===== src/rtl/dcc_pkg.sv =====
package dcc_pkg;
  typedef enum logic [1:0] {
    ARM_IDLE  = 2'd0,
    ARM_ONE   = 2'd1,
    ARM_READY = 2'd2
  } arm_e;
endpackage


===== src/rtl/dcc_edge_sync.sv =====
module dcc_edge_sync #(
  parameter int SYNC_STAGES = 2
) (
  input  logic clk,
  input  logic rst,
  input  logic async_in,
  output logic rise
);
  logic [SYNC_STAGES-1:0] chain;
  logic                   prev;

  generate
    if (SYNC_STAGES == 1) begin : g_one
      always_ff @(posedge clk) begin
        if (rst) chain <= '0;
        else     chain <= async_in;
      end
    end else begin : g_many
      always_ff @(posedge clk) begin
        if (rst) chain <= '0;
        else     chain <= {chain[SYNC_STAGES-2:0], async_in};
      end
    end
  endgenerate

  always_ff @(posedge clk) begin
    if (rst) begin
      prev <= 1'b0;
      rise <= 1'b0;
    end else begin
      prev <= chain[SYNC_STAGES-1];
      rise <= chain[SYNC_STAGES-1] & ~prev;
    end
  end

  AST_RISE_SINGLE: assert property (@(posedge clk) disable iff (rst) rise |=> !rise);
endmodule


===== src/rtl/dcc_period_meter.sv =====
module dcc_period_meter #(
  parameter int PERIOD_W = 16
) (
  input  logic                clk,
  input  logic                rst,
  input  logic                rise,
  output logic [PERIOD_W-1:0] period
);
  localparam logic [PERIOD_W-1:0] CNT_MAX = '1;

  logic [PERIOD_W-1:0] cnt;

  always_ff @(posedge clk) begin
    if (rst) begin
      cnt    <= '0;
      period <= '0;
    end else if (rise) begin
      period <= cnt;
      cnt    <= PERIOD_W'(1);
    end else if (cnt != CNT_MAX) begin
      cnt <= cnt + 1'b1;
    end
  end

  AST_PERIOD_HOLD: assert property (@(posedge clk) disable iff (rst) !rise |=> $stable(period));
endmodule


===== src/rtl/dcc_tap_delay.sv =====
module dcc_tap_delay #(
  parameter int MAX_DELAY = 64,
  parameter int SEL_W     = $clog2(MAX_DELAY + 1)
) (
  input  logic             clk,
  input  logic             rst,
  input  logic             din,
  input  logic [SEL_W-1:0] sel,
  output logic             dout
);
  localparam int IDX_W = (MAX_DELAY > 1) ? $clog2(MAX_DELAY) : 1;

  logic [MAX_DELAY-1:0] line;
  logic [IDX_W-1:0]     idx;

  generate
    if (MAX_DELAY == 1) begin : g_single
      always_ff @(posedge clk) begin
        if (rst) line <= '0;
        else     line <= din;
      end
    end else begin : g_shift
      always_ff @(posedge clk) begin
        if (rst) line <= '0;
        else     line <= {line[MAX_DELAY-2:0], din};
      end
    end
  endgenerate

  always_comb begin
    if (sel == '0) idx = '0;
    else           idx = IDX_W'(sel - 1'b1);
  end

  assign dout = line[idx];
endmodule


===== src/rtl/dcc_duty_conditioner.sv =====
module dcc_duty_conditioner
  import dcc_pkg::*;
#(
  parameter int MAX_DELAY   = 64,
  parameter int PERIOD_W    = 16,
  parameter int SYNC_STAGES = 2,
  localparam int SEL_W      = $clog2(MAX_DELAY + 1)
) (
  input  logic                clk,
  input  logic                rst,
  input  logic                clk_in,
  input  logic [SEL_W-1:0]    delay_sel,
  output logic                clk_out,
  output logic [PERIOD_W-1:0] period
);
  localparam logic [SEL_W-1:0] SEL_CAP = SEL_W'(MAX_DELAY);

  logic             rise;
  logic             toggle;
  logic [SEL_W-1:0] cur_d;
  logic [SEL_W-1:0] eff_d;
  logic             tapped;
  logic             out_next;
  logic             armed;
  arm_e             arm_state;

  dcc_edge_sync #(.SYNC_STAGES(SYNC_STAGES)) u_sync (
    .clk      (clk),
    .rst      (rst),
    .async_in (clk_in),
    .rise     (rise)
  );

  dcc_period_meter #(.PERIOD_W(PERIOD_W)) u_meter (
    .clk    (clk),
    .rst    (rst),
    .rise   (rise),
    .period (period)
  );

  assign eff_d = (cur_d > SEL_CAP) ? SEL_CAP : cur_d;

  dcc_tap_delay #(.MAX_DELAY(MAX_DELAY), .SEL_W(SEL_W)) u_line (
    .clk  (clk),
    .rst  (rst),
    .din  (toggle),
    .sel  (eff_d),
    .dout (tapped)
  );

  assign armed = (arm_state == ARM_READY);

  always_comb begin
    if (cur_d == '0)                      out_next = 1'b0;
    else if (PERIOD_W'(cur_d) >= period)  out_next = 1'b1;
    else                                  out_next = toggle ^ tapped;
  end

  always_ff @(posedge clk) begin
    if (rst) begin
      toggle    <= 1'b0;
      cur_d     <= '0;
      arm_state <= ARM_IDLE;
      clk_out   <= 1'b0;
    end else begin
      clk_out <= armed & out_next;
      if (rise) begin
        toggle <= ~toggle;
        cur_d  <= delay_sel;
        case (arm_state)
          ARM_IDLE: arm_state <= ARM_ONE;
          ARM_ONE:  arm_state <= ARM_READY;
          default:  arm_state <= ARM_READY;
        endcase
      end
    end
  end

  AST_UNARMED_LOW: assert property (@(posedge clk) disable iff (rst) !armed |=> !clk_out);
  AST_ZERO_DELAY:  assert property (@(posedge clk) disable iff (rst) (cur_d == '0) |=> !clk_out);
  AST_SAT_HIGH:    assert property (@(posedge clk) disable iff (rst)
                     (armed && cur_d != '0 && PERIOD_W'(cur_d) >= period) |=> clk_out);
  AST_SEL_HOLD:    assert property (@(posedge clk) disable iff (rst) !rise |=> $stable(cur_d));
  AST_TOGGLE_STEP: assert property (@(posedge clk) disable iff (rst) rise |=> (toggle != $past(toggle)));
endmodule


===== config.mk =====
export PLATFORM = sky130hd
export DESIGN_NAME = dcc_duty_conditioner
export DESIGN_NICKNAME = d
export VERILOG_FILES = /design/src/rtl/dcc_pkg.sv /design/src/rtl/dcc_edge_sync.sv /design/src/rtl/dcc_period_meter.sv /design/src/rtl/dcc_tap_delay.sv /design/src/rtl/dcc_duty_conditioner.sv
export SDC_FILE = /design/constraint.sdc
export NUM_CORES = 1
export LEC_CHECK = 0
export CAP_MARGIN = 30
export CORE_MARGIN = 5
export CORE_UTILIZATION = 35
export CTS_BUF_LIST = sky130_fd_sc_hd__clkbuf_4 sky130_fd_sc_hd__clkbuf_8
export CTS_CLUSTER_DIAMETER = 60
export DETAILED_ROUTE_END_ITERATION = 10
export DONT_BUFFER_PORTS = 1
export SLEW_MARGIN = 0
export SYNTH_ARGS = -nofsm -noshare
export SYNTH_HDL_FRONTEND = slang
export SYNTH_SLANG_ARGS = --single-unit
export TNS_END_PERCENT = 5

===== constraint.sdc =====
create_clock -name clk -period 6.8 [get_ports clk]
set_clock_uncertainty 0.05 [all_clocks]
set_input_delay 1.36 -clock clk [delete_from_list [all_inputs] [get_ports clk]]
set_output_delay 1.36 -clock clk [all_outputs]
set_load 0.02 [all_outputs]

* Word level (Yosys, flattened, before mapping) *
Index checks and enable logic that the tools add are counted.

word-level totals
  logic and storage cells = 37
  output and inout bits = 17
  bits in writable memories = 0
  memories = 0
  input port bits = 10
  bits in latches = 0
  memory bits (read-only) = 0
  register bits = 111

cells by class
  add/subtract/negate cells = 2
  $mul = 0
  muxes and demuxes = 9
  reduce and logical (&&, ||, !) cells = 5
  bitwise gates (word level) = 5
  div/mod/pow operators = 0
  shifts and indexed selects = 0
  equal/unequal tests = 2
  $lt $le $gt $ge = 3

operator list
  kind                                                         number
  adder 16 x 1 -> 16 bit (second input constant)               1
  >= comparator 7 x 16 -> 1 bit                                1
  inequality test 16 bit (second input constant)               1
  zero test 7 bit                                              2
  > comparator 7 bit (second input constant)                   1
  less-than comparator 6 x 7 -> 1 bit (second input constant)  1
  two-way mux 7 bit                                            1
  binary-select mux 1 bit (select 6 bit)                       1
  two-way mux 6 bit                                            1
  subtractor 6 x 1 -> 6 bit (second input constant)            1
  two-way mux 1 bit                                            5
  AND 1 bit                                                    2
  equality test 2 bit (second input constant)                  1
  zero test 2 bit                                              1
  two-way mux 2 bit                                            1
  NOT 1 bit                                                    2
  nonzero test 2 bit                                           1
  OR reduction 2 bit                                           1
  bitwise XOR 1 bit                                            1

* Longest topological paths before layout *
Gate-level depths: netlist of run 1.

  word-level depth = 10
  depth in mapped cells = 14
  mapped depth without buffers = 11

* Modules after synthesis *
A second synthesis of run 1 with hierarchy kept.

unflattened totals
  cell total of the unflattened synthesis = 472
  area, all modules = 4675.7 um^2

modules (own cells, without submodules)
  module                area each (um^2)  cells each  sequential area each (um^2)  times used
  dcc_tap_delay         2524.9            243         1281.2                       1
  dcc_period_meter      1372.6            147         640.6                        1
  dcc_duty_conditioner  666.9             74          220.2                        1
  dcc_edge_sync         111.4             8           80.1                         1

* Least setup slack after synthesis of run 1 *
No wires, ideal clock.

  path type = reg-to-reg
  start = register cur_d[0]
  end = register clk_out
  required time = 6.635 ns
  setup slack = 3.976 ns
  stages on the path, launching flop included = 15
  arrival time = 2.659 ns
  setup time = 0.115 ns
  clock period less this slack = 2.824 ns
  cells stage by stage = dfxtp_1 > nor2b_2 > buf_6 > inv_6 > buf_4 > ha_1 > nor3b_2 > a21o_1 > buf_2 > a221oi_1 > nor3_1 > o311ai_1 > o211a_1 > o221ai_1 > and3_1

between the ends
  cells in the longest elaborated chain, start to end = 10

ends and longest elaborated chain
  element                                                       RTL line                                  source
  from (decl)                                                   dcc_duty_conditioner.sv:20                logic [SEL_W-1:0] cur_d;
  from (signal assigned)                                        dcc_duty_conditioner.sv:69                cur_d <= delay_sel;
  > comparator 7 bit                                            dcc_duty_conditioner.sv:41                assign eff_d = (cur_d > SEL_CAP) ? SEL_CAP : cur_d;
  two-way mux 7 bit                                             dcc_duty_conditioner.sv:41
  subtractor 6 x 1 -> 6 bit or zero test 7 bit (tied branches)  dcc_tap_delay.sv:32, dcc_tap_delay.sv:31
  two-way mux 6 bit                                             dcc_tap_delay.sv:31                       if (sel == '0) idx = '0;
  binary-select mux 1 bit (select 6 bit)                        dcc_tap_delay.sv:35                       assign dout = line[idx];
  two-way mux 1 bit (implied by the code)                       dcc_tap_delay.sv:35
  bitwise XOR 1 bit                                             dcc_duty_conditioner.sv:56                else out_next = toggle ^ tapped;
  two-way mux 1 bit                                             dcc_duty_conditioner.sv:55                else if (PERIOD_W'(cur_d) >= period) out_next = 1'b1;
  two-way mux 1 bit (*)                                         dcc_duty_conditioner.sv:54                if (cur_d == '0) out_next = 1'b0;
  AND 1 bit (*)                                                 dcc_duty_conditioner.sv:66                clk_out <= armed & out_next;
  to (signal assigned)                                          dcc_duty_conditioner.sv:66
  to (decl)                                                     dcc_duty_conditioner.sv:13                output logic clk_out,

Every way passes the cells marked *; elsewhere a longest branch is shown, timed or not. The select of a mux whose other input is x is not followed.
A chain may end at the register's enable or synchronous reset.

* Worst setup path in the final report of run 1 *
  start = register cur_d[6]
  end = register clk_out

The elaborated chain is that of the path after synthesis.

==> results_dict.tcl, run 1 <==
set metrics [dict create \
    post-route-min-period_ns 3.696 \
    synth_ff_type "dfxtp_1" \
    grt_antenna_before_repair 0 \
    die_x_um 124.9 \
    end_kind "flip-flop" \
    synth_edf_count 0 \
    layout_commonest_cell "dfxtp_1" \
    crit_family "XOR/XNOR gates" \
    post-cts-setup-buffers 0 \
    powerDensity_nw_per_um2 220.8 \
    synth_compound_area_frac 0.1075 \
    cp_cell_sequence "nor2b_2, inv_6, ha_1, inv_1, xnor2_2, mux2i_1, mux2i_1, a211oi_1, o211a_1, o221ai_1, and3_1" \
    layout-drive-gt1-share 0.06250 \
    ys_ff_latch 111 \
    first_iter_violations 278 \
    hold_viol_final 0 \
    synth_nets 493 \
    ir_drop_mv 0.08096 \
    firstDrtPassIters 4 \
    die_y_um 124.9 \
    synthXorXnorAreaFrac 0.02627 \
    via_count 3203 \
    rows 42 \
    ys_seq_area_frac 0.4809 \
    timing.final.crit_share 0.5436 \
    crit_path_frequent_cell "mux2i_1" \
    worstPathRequired_ns 7.04 \
    routed_wl_mm 9.867 \
    worstSkewPairLatency_ns 0.38 \
    synth_top_family_by_area "simple AND/OR/NAND/NOR gates" \
    die-area_um2 15600 \
    cts_buffers 9 \
    max_freq_ghz 0.2705 \
    status "finished, final reports clean" \
    fin_hold_ws_ns 0.3451 \
    hpwlAfterDp_mm 6.849 \
    max-cap-violations 0 \
    crit_path_start_kind "flip-flop" \
    grt_use_total 0.1277 \
    slowest_delay_ns 0.67 \
    initial_core_util 0.3531 \
    top_level_ports 27 \
    io_buffers 0 \
    p_sw_frac 0.2350 \
    crit_type "flip-flop to flip-flop" \
    synthMuxAreaShare 0.09044 \
    cp_data_arrival_time_ns 3.93 \
    power_frac_clock 0.332 \
    clockBufferDepth 2 \
    clkTransAtPathRegs_ns 0.10 \
    cts.sinks 111 \
    comb_power_share 0.060 \
    wl_per_cell_um 15.42 \
    power_frac_seq 0.608 \
    final_cell_mix "dfxtp_1, nor2b_1, nor2_1, mux2i_1, nand2_1" \
    ys_types 63 \
    synth-simple-area-share 0.2331 \
    area_delta_synth_final_pct 6.282 \
    cts_resized 0 \
    nFillCells 1321 \
    cts_tree "done" \
    first_global_vias 3104 \
    core_um2 13090 \
    route.detailed.drc 0 \
    rsz0062_at_grt "false" \
    critPathBufInv 2 \
    worst_pin_slew_ns 0.8715 \
    gp_congestion 0.8727 \
    post-route-util 0.3753 \
    diodes 0 \
    cpMaxStageDelayCell "xnor2_2" \
    power_leakage_nw 1.749 \
    power.internal_mw 0.8295 \
    crit_fanout 20 \
    max_slew_margin 0.4040 \
    ys_async_sr_fraction 0 \
    slew_violations 0 \
    yosysWarnings 0 \
    via_per_inst 5.005 \
    postCtsHoldBufs 0 \
    setup_viol 0 \
    grt_pass1_wl_mm 16.28 \
    syn_avg_cell_area_um2 9.769 \
    pre_cts_ws_ns 3.135 \
    setup_slack_ns 3.104 \
    cts_root_buf "clkbuf_8" \
    cts-htree-levels 3 \
    detail-route-antenna-nets 0 \
    grt_start_max_net_pins 97 \
    syn_inst 473 \
    switchingPower_mw 0.2548 \
    final_nets 480 \
    gr-total-overflow 0 \
    hp-class "flip-flop to flip-flop" \
    synth_area_um2 4621 \
    synthAdderAreaFrac 0.02708 \
    finalSetupTns_ns 0 \
]
## power groups by stage
stage	Clock [mW]	Combinational [mW]	Sequential (mW)
3_3_place_gp	0	0.0636	0.674
3_5_place_dp	0	0.0651	0.675
4_1_cts	0.372	0.0655	0.659
5_1_grt	0.394	0.0717	0.660
2_1_floorplan	0	0.0609	0.673
6_report	0.359	0.0654	0.659
## worst register-to-register path, stage by stage (launching register included)
cell,delay (ns)
dfxtp_1,0.65
nor2b_2,0.23
inv_6,0.21
ha_1,0.44
inv_1,0.18
xnor2_2,0.67
mux2i_1,0.27
mux2i_1,0.09
a211oi_1,0.34
o211a_1,0.18
o221ai_1,0.10
and3_1,0.19
## Yosys cell counts (all sizes together) (2+ instances only)
master    n  area, µm²
buf       5      35.02
a31oi     2      12.51
o22ai     2      12.51
inv      11      46.30
o211ai    3      22.52
or3       2      12.51
nand4     7      43.79
mux4      4      97.59
o21ai     7      35.03
nor3     14      81.33
a311o     3      30.03
clkbuf   20      75.07
xnor2     6      60.06
a21oi    17      85.08
nor4      2      12.51
or2       2      12.52
xor2      7      61.31
a211oi    5      37.54
and2      2      12.51
dfxtp   111       2222
nand2b   10      62.56
nor2b    72      452.9
o211a     2      20.02
a21o      3      22.52
o311ai    2      25.03
nand3    10      50.05
and3      2      12.51
mux2i    32      320.3
nor2     46      172.7
a311oi    2      17.52
ha       10      125.1
nand2    22      85.09
a221oi    8      70.07
a22o      2      17.52
## logic make-up (layout without fill, tap and decap cells)
kind of cell / Yosys count / count (layout)
and+or+nand+nor: 198 / 198
DFF: 111 / 111
AOI/OAI and AO/OA: 68 / 68
buffers and inverters: 37 / 28
muxes: 36 / 36
xor gates and xnor gates: 13 / 13
adders and majority gates: 10 / 10
## registers in the layout, indices dropped and copies added, names as in the netlist
register and cells:
u_line.line 64, u_meter.cnt 16, u_meter.period 16, cur_d 7, arm_state 2, u_sync.chain 2
clk_out 1, toggle 1, u_sync.prev 1, u_sync.rise 1
## through the flow
step	cells	power [mW]	cell area [µm²]
5_1_grt	640	1.126	4911
3_5_place_dp	625	0.7397	4738
2_1_floorplan	473	0.7337	4621
6_report	640	1.084	4911
3_3_place_gp	625	0.7380	4738
4_1_cts	640	1.097	4911
## worst paths after layout
path	start	endpoint	slack, ns	cells after the start
max	cur_d[6]$_SDFFE_PP0P_	clk_out$_SDFF_PP0_	3.10	11
min	u_sync.prev$_SDFF_PP0_	u_sync.rise$_SDFF_PP0_	0.35	1
max reg2reg	cur_d[6]$_SDFFE_PP0P_	clk_out$_SDFF_PP0_	3.10	11
min reg2reg	u_sync.prev$_SDFF_PP0_	u_sync.rise$_SDFF_PP0_	0.35	1
## area by class of cell
cell class                      count  area, µm²  share of cell area
Inverter                           12      50.05             0.01019
Sequential cell                   111       2222              0.4525
Clock buffer                       12      152.6             0.03108
Timing Repair Buffer                1      7.507            0.001529
Multi-Input combinational cell    325       2238              0.4558
Tap cell                          176      220.2             0.04484
Clock inverter                      3      20.02            0.004076
## per-layer routing
layer | routed length [µm] | track usage
met2 | 4454 | 0.1918
met1 | 4804 | 0.1763
met5 | 0 | 0
met3 | 430 | 0.02787
met4 | 178 | 0.05740
(Power assumes the default switching activity.)
==> run 2, diff against run 1 <==
--- a/config.mk
+++ b/config.mk
@@ -5,6 +5,7 @@
 export SDC_FILE = /design/constraint.sdc
 export NUM_CORES = 1
 export LEC_CHECK = 0
+export ABC_AREA = 1
 export CAP_MARGIN = 30
 export CORE_MARGIN = 5
 export CORE_UTILIZATION = 35
==> constraint.sdc (replaced) <==
create_clock -name clk -period 3.45 [get_ports clk]
set_clock_uncertainty 0.05 [all_clocks]
set_input_delay 0.69 -clock clk [delete_from_list [all_inputs] [get_ports clk]]
set_output_delay 0.69 -clock clk [all_outputs]
set_load 0.02 [all_outputs]
==> run 2 against run 1 <==
  * Hold slack worse by 0.026 ns
  * Total power increased by 120%
  * Non-clock buffer count is 1 higher
  * Core utilization up 0.73 points
  * Global-route usage barely moved
  * Register-to-register slack got worse by 2.7 ns
  * Clock power rose by 140%
  * Synthesized cell count up 36%
  * Die area is 2.6% higher
==> results_dict.tcl, run 2 <==
set metrics [dict create \
    io_buffers 0 \
    crit_fanout 32 \
    ys_types 38 \
    ys_seq_area_frac 0.4676 \
    synth_common_cells "inv_1, dfxtp_1, nor2_1" \
    cts_tree "done" \
    routed_wl_mm 9.835 \
    crit_type "flip-flop to flip-flop" \
    die_y_um 126.5 \
    status "finished, final reports clean" \
    area_delta_synth_final_pct 7.056 \
    cp_data_arrival_time_ns 3.30 \
    cts-htree-levels 3 \
    crit_family "simple AND/OR/NAND/NOR gates" \
    synth_nets 665 \
    detail-route-antenna-nets 0 \
    gr-total-overflow 0 \
    layout_commonest_cell "inv_1" \
    worstSkewPairLatency_ns 0.38 \
    slowest_delay_ns 0.55 \
    pre_cts_ws_ns 0.3952 \
    critPathBufInv 2 \
    via_count 3789 \
    timing.final.crit_share 0.8883 \
    r2r_slack_ns 0.39 \
    clkTransAtPathRegs_ns 0.10 \
    slew_violations 0 \
    fin_hold_ws_ns 0.3195 \
    first_iter_violations 291 \
    setup_slack_ns 0.3853 \
    clockBufferDepth 2 \
    via_per_inst 4.672 \
    reg_top3 "u_line.line (64), u_meter.cnt (16), u_meter.period (16)" \
    rows 42 \
    ys_async_sr_fraction 0 \
    firstDrtPassIters 5 \
    max_freq_ghz 0.3263 \
    yosysWarnings 0 \
    max_slew_margin 0.5101 \
    top_level_ports 27 \
    diodes 0 \
    end_kind "flip-flop" \
    max-cap-violations 0 \
    grt_use_total 0.1281 \
    first_global_vias 3606 \
    post-route-util 0.3826 \
    grt_pass1_wl_mm 17.01 \
    synth.most_common_cell "inv_1" \
    cpMaxStageDelayCell "nand2_2" \
    cts_root_buf "clkbuf_8" \
    final_nets 652 \
    synth_edf_count 0 \
    final_cell_mix "inv_1, dfxtp_1, nor2_1, nand2_1, nand3_1" \
    synth_top_area_cell "dfxtp_1" \
    hp-class "input port to flip-flop" \
    synth_area_leaders "dfxtp_1, inv_1, nor2_1, nand3_1, nand2_1" \
    die-area_um2 16010 \
    gp_congestion 0.8325 \
    grt_antenna_before_repair 0 \
    largest-register "u_line.line" \
    layout-drive-gt1-share 0.05354 \
    cp_cell_sequence "nor2_1, nand3_1, nand2_1, nand2_2, ha_1, inv_1, nor3_2, nand3_4, nand2_2, nand2_1, nand3_1, nand3_1, nand3_1, nand3_1, nand3b_1, nand2_1, nand2_1, nand3_1, nand2_1, inv_1" \
    worst_pin_slew_ns 0.7339 \
    setup_viol 0 \
    crit_path_start_kind "flip-flop" \
    cts.sinks 111 \
    ys_ff_latch 111 \
    synth_area_um2 4752 \
    grt_start_max_net_pins 98 \
    powerDensity_nw_per_um2 475.3 \
    hpwlAfterDp_mm 6.953 \
    post-route-min-period_ns 3.065 \
    wl_per_cell_um 12.13 \
    post-cts-setup-buffers 0 \
    route.detailed.drc 0 \
    synth_ff_type "dfxtp_1" \
    die_x_um 126.5 \
    rsz0062_at_grt "false" \
    worstPathRequired_ns 3.69 \
    hold_viol_final 0 \
    syn_inst 645 \
    finalSetupTns_ns 0 \
    postCtsHoldBufs 0 \
    cts_resized 0 \
    cts_buffers 9 \
    syn_avg_cell_area_um2 7.368 \
    power_leakage_nw 1.994 \
    initial_core_util 0.3574 \
    crit_path_frequent_cell "nand3_1" \
    core_um2 13300 \
    synth_top_area_share 0.4676 \
    ir_drop_mv 0.2462 \
    largest_reg_flops 64 \
]
[run 2: cell types whose count changed in the layout (fill, tap and decap cells not counted), moves of 6 or more]
cell and delta:
a21oi_1 +7, nand2b_1 -10, nor2_1 +61, inv_1 +109, a221oi_1 -8, nor3_1 -6
nor2b_1 -71, nand2_1 +66, mux2i_1 -32, a211oi_1 +16, nand3_1 +69
[run 2: metal layers]
| layer | vias to the layer above | share of wire | GRT usage |
|---|---|---|---|
| li1 | 1994 | - | - |
| met1 | 1725 | 0.48 | 0.1673 |
| met2 | 61 | 0.46 | 0.2033 |
| met3 | 9 | 0.045 | 0.03741 |
| met4 | 0 | 0.014 | 0.04290 |
| met5 | - | 0 | 0 |
[run 2: path summary, 6_finish.rpt]
| kind | start | end | depth (start not counted) |
|---|---|---|---|
| max | cur_d[2]$_SDFFE_PP0P_ | clk_out$_SDFF_PP0_ | 20 |
| min | rst | u_meter.period[11]$_SDFFE_PP0P_ | 1 |
| max reg2reg | cur_d[2]$_SDFFE_PP0P_ | clk_out$_SDFF_PP0_ | 20 |
| min reg2reg | u_sync.prev$_SDFF_PP0_ | u_sync.rise$_SDFF_PP0_ | 1 |
[run 2: kinds of logic (layout without fill, tap and decap cells)]
group                      Yosys count  after routing  share of synthesized area
and+or+nand+nor                    302            302                     0.2796
buffers and inverters              149            139                     0.1232
DFF                                111            111                     0.4676
AOI/OAI and AO/OA                   67             67                    0.08820
adders and majority gates           10             10                    0.02633
xor gates and xnor gates             6              6                    0.01501
[run 2: through the flow]
stage               std cells  power [mW]  area (µm²)
global route              811       2.546        5087
CTS                       811       2.451        5087
finish                    811       2.418        5087
floorplan                 645       1.567        4752
global placement          797       1.590        4868
detailed placement        797       1.595        4868
[run 2: report_power, final]
group          total, mW  switching, mW  internal (mW)  leakage, nW
logic              0.246          0.161         0.0845        0.990
clock network      0.854          0.413          0.441        0.108
registers           1.32         0.0233           1.29        0.897
total               2.42          0.598           1.82         1.99
[run 2: cell type report]
class	instances	area [µm²]
fillers	1403	8208
flip-flops and latches	111	2222
multi-input cells	385	1944
inverters	123	466.7
well taps	176	220.2
clock buffers	11	151.4
clock inverters	3	67.56
repair buffers	2	15.01
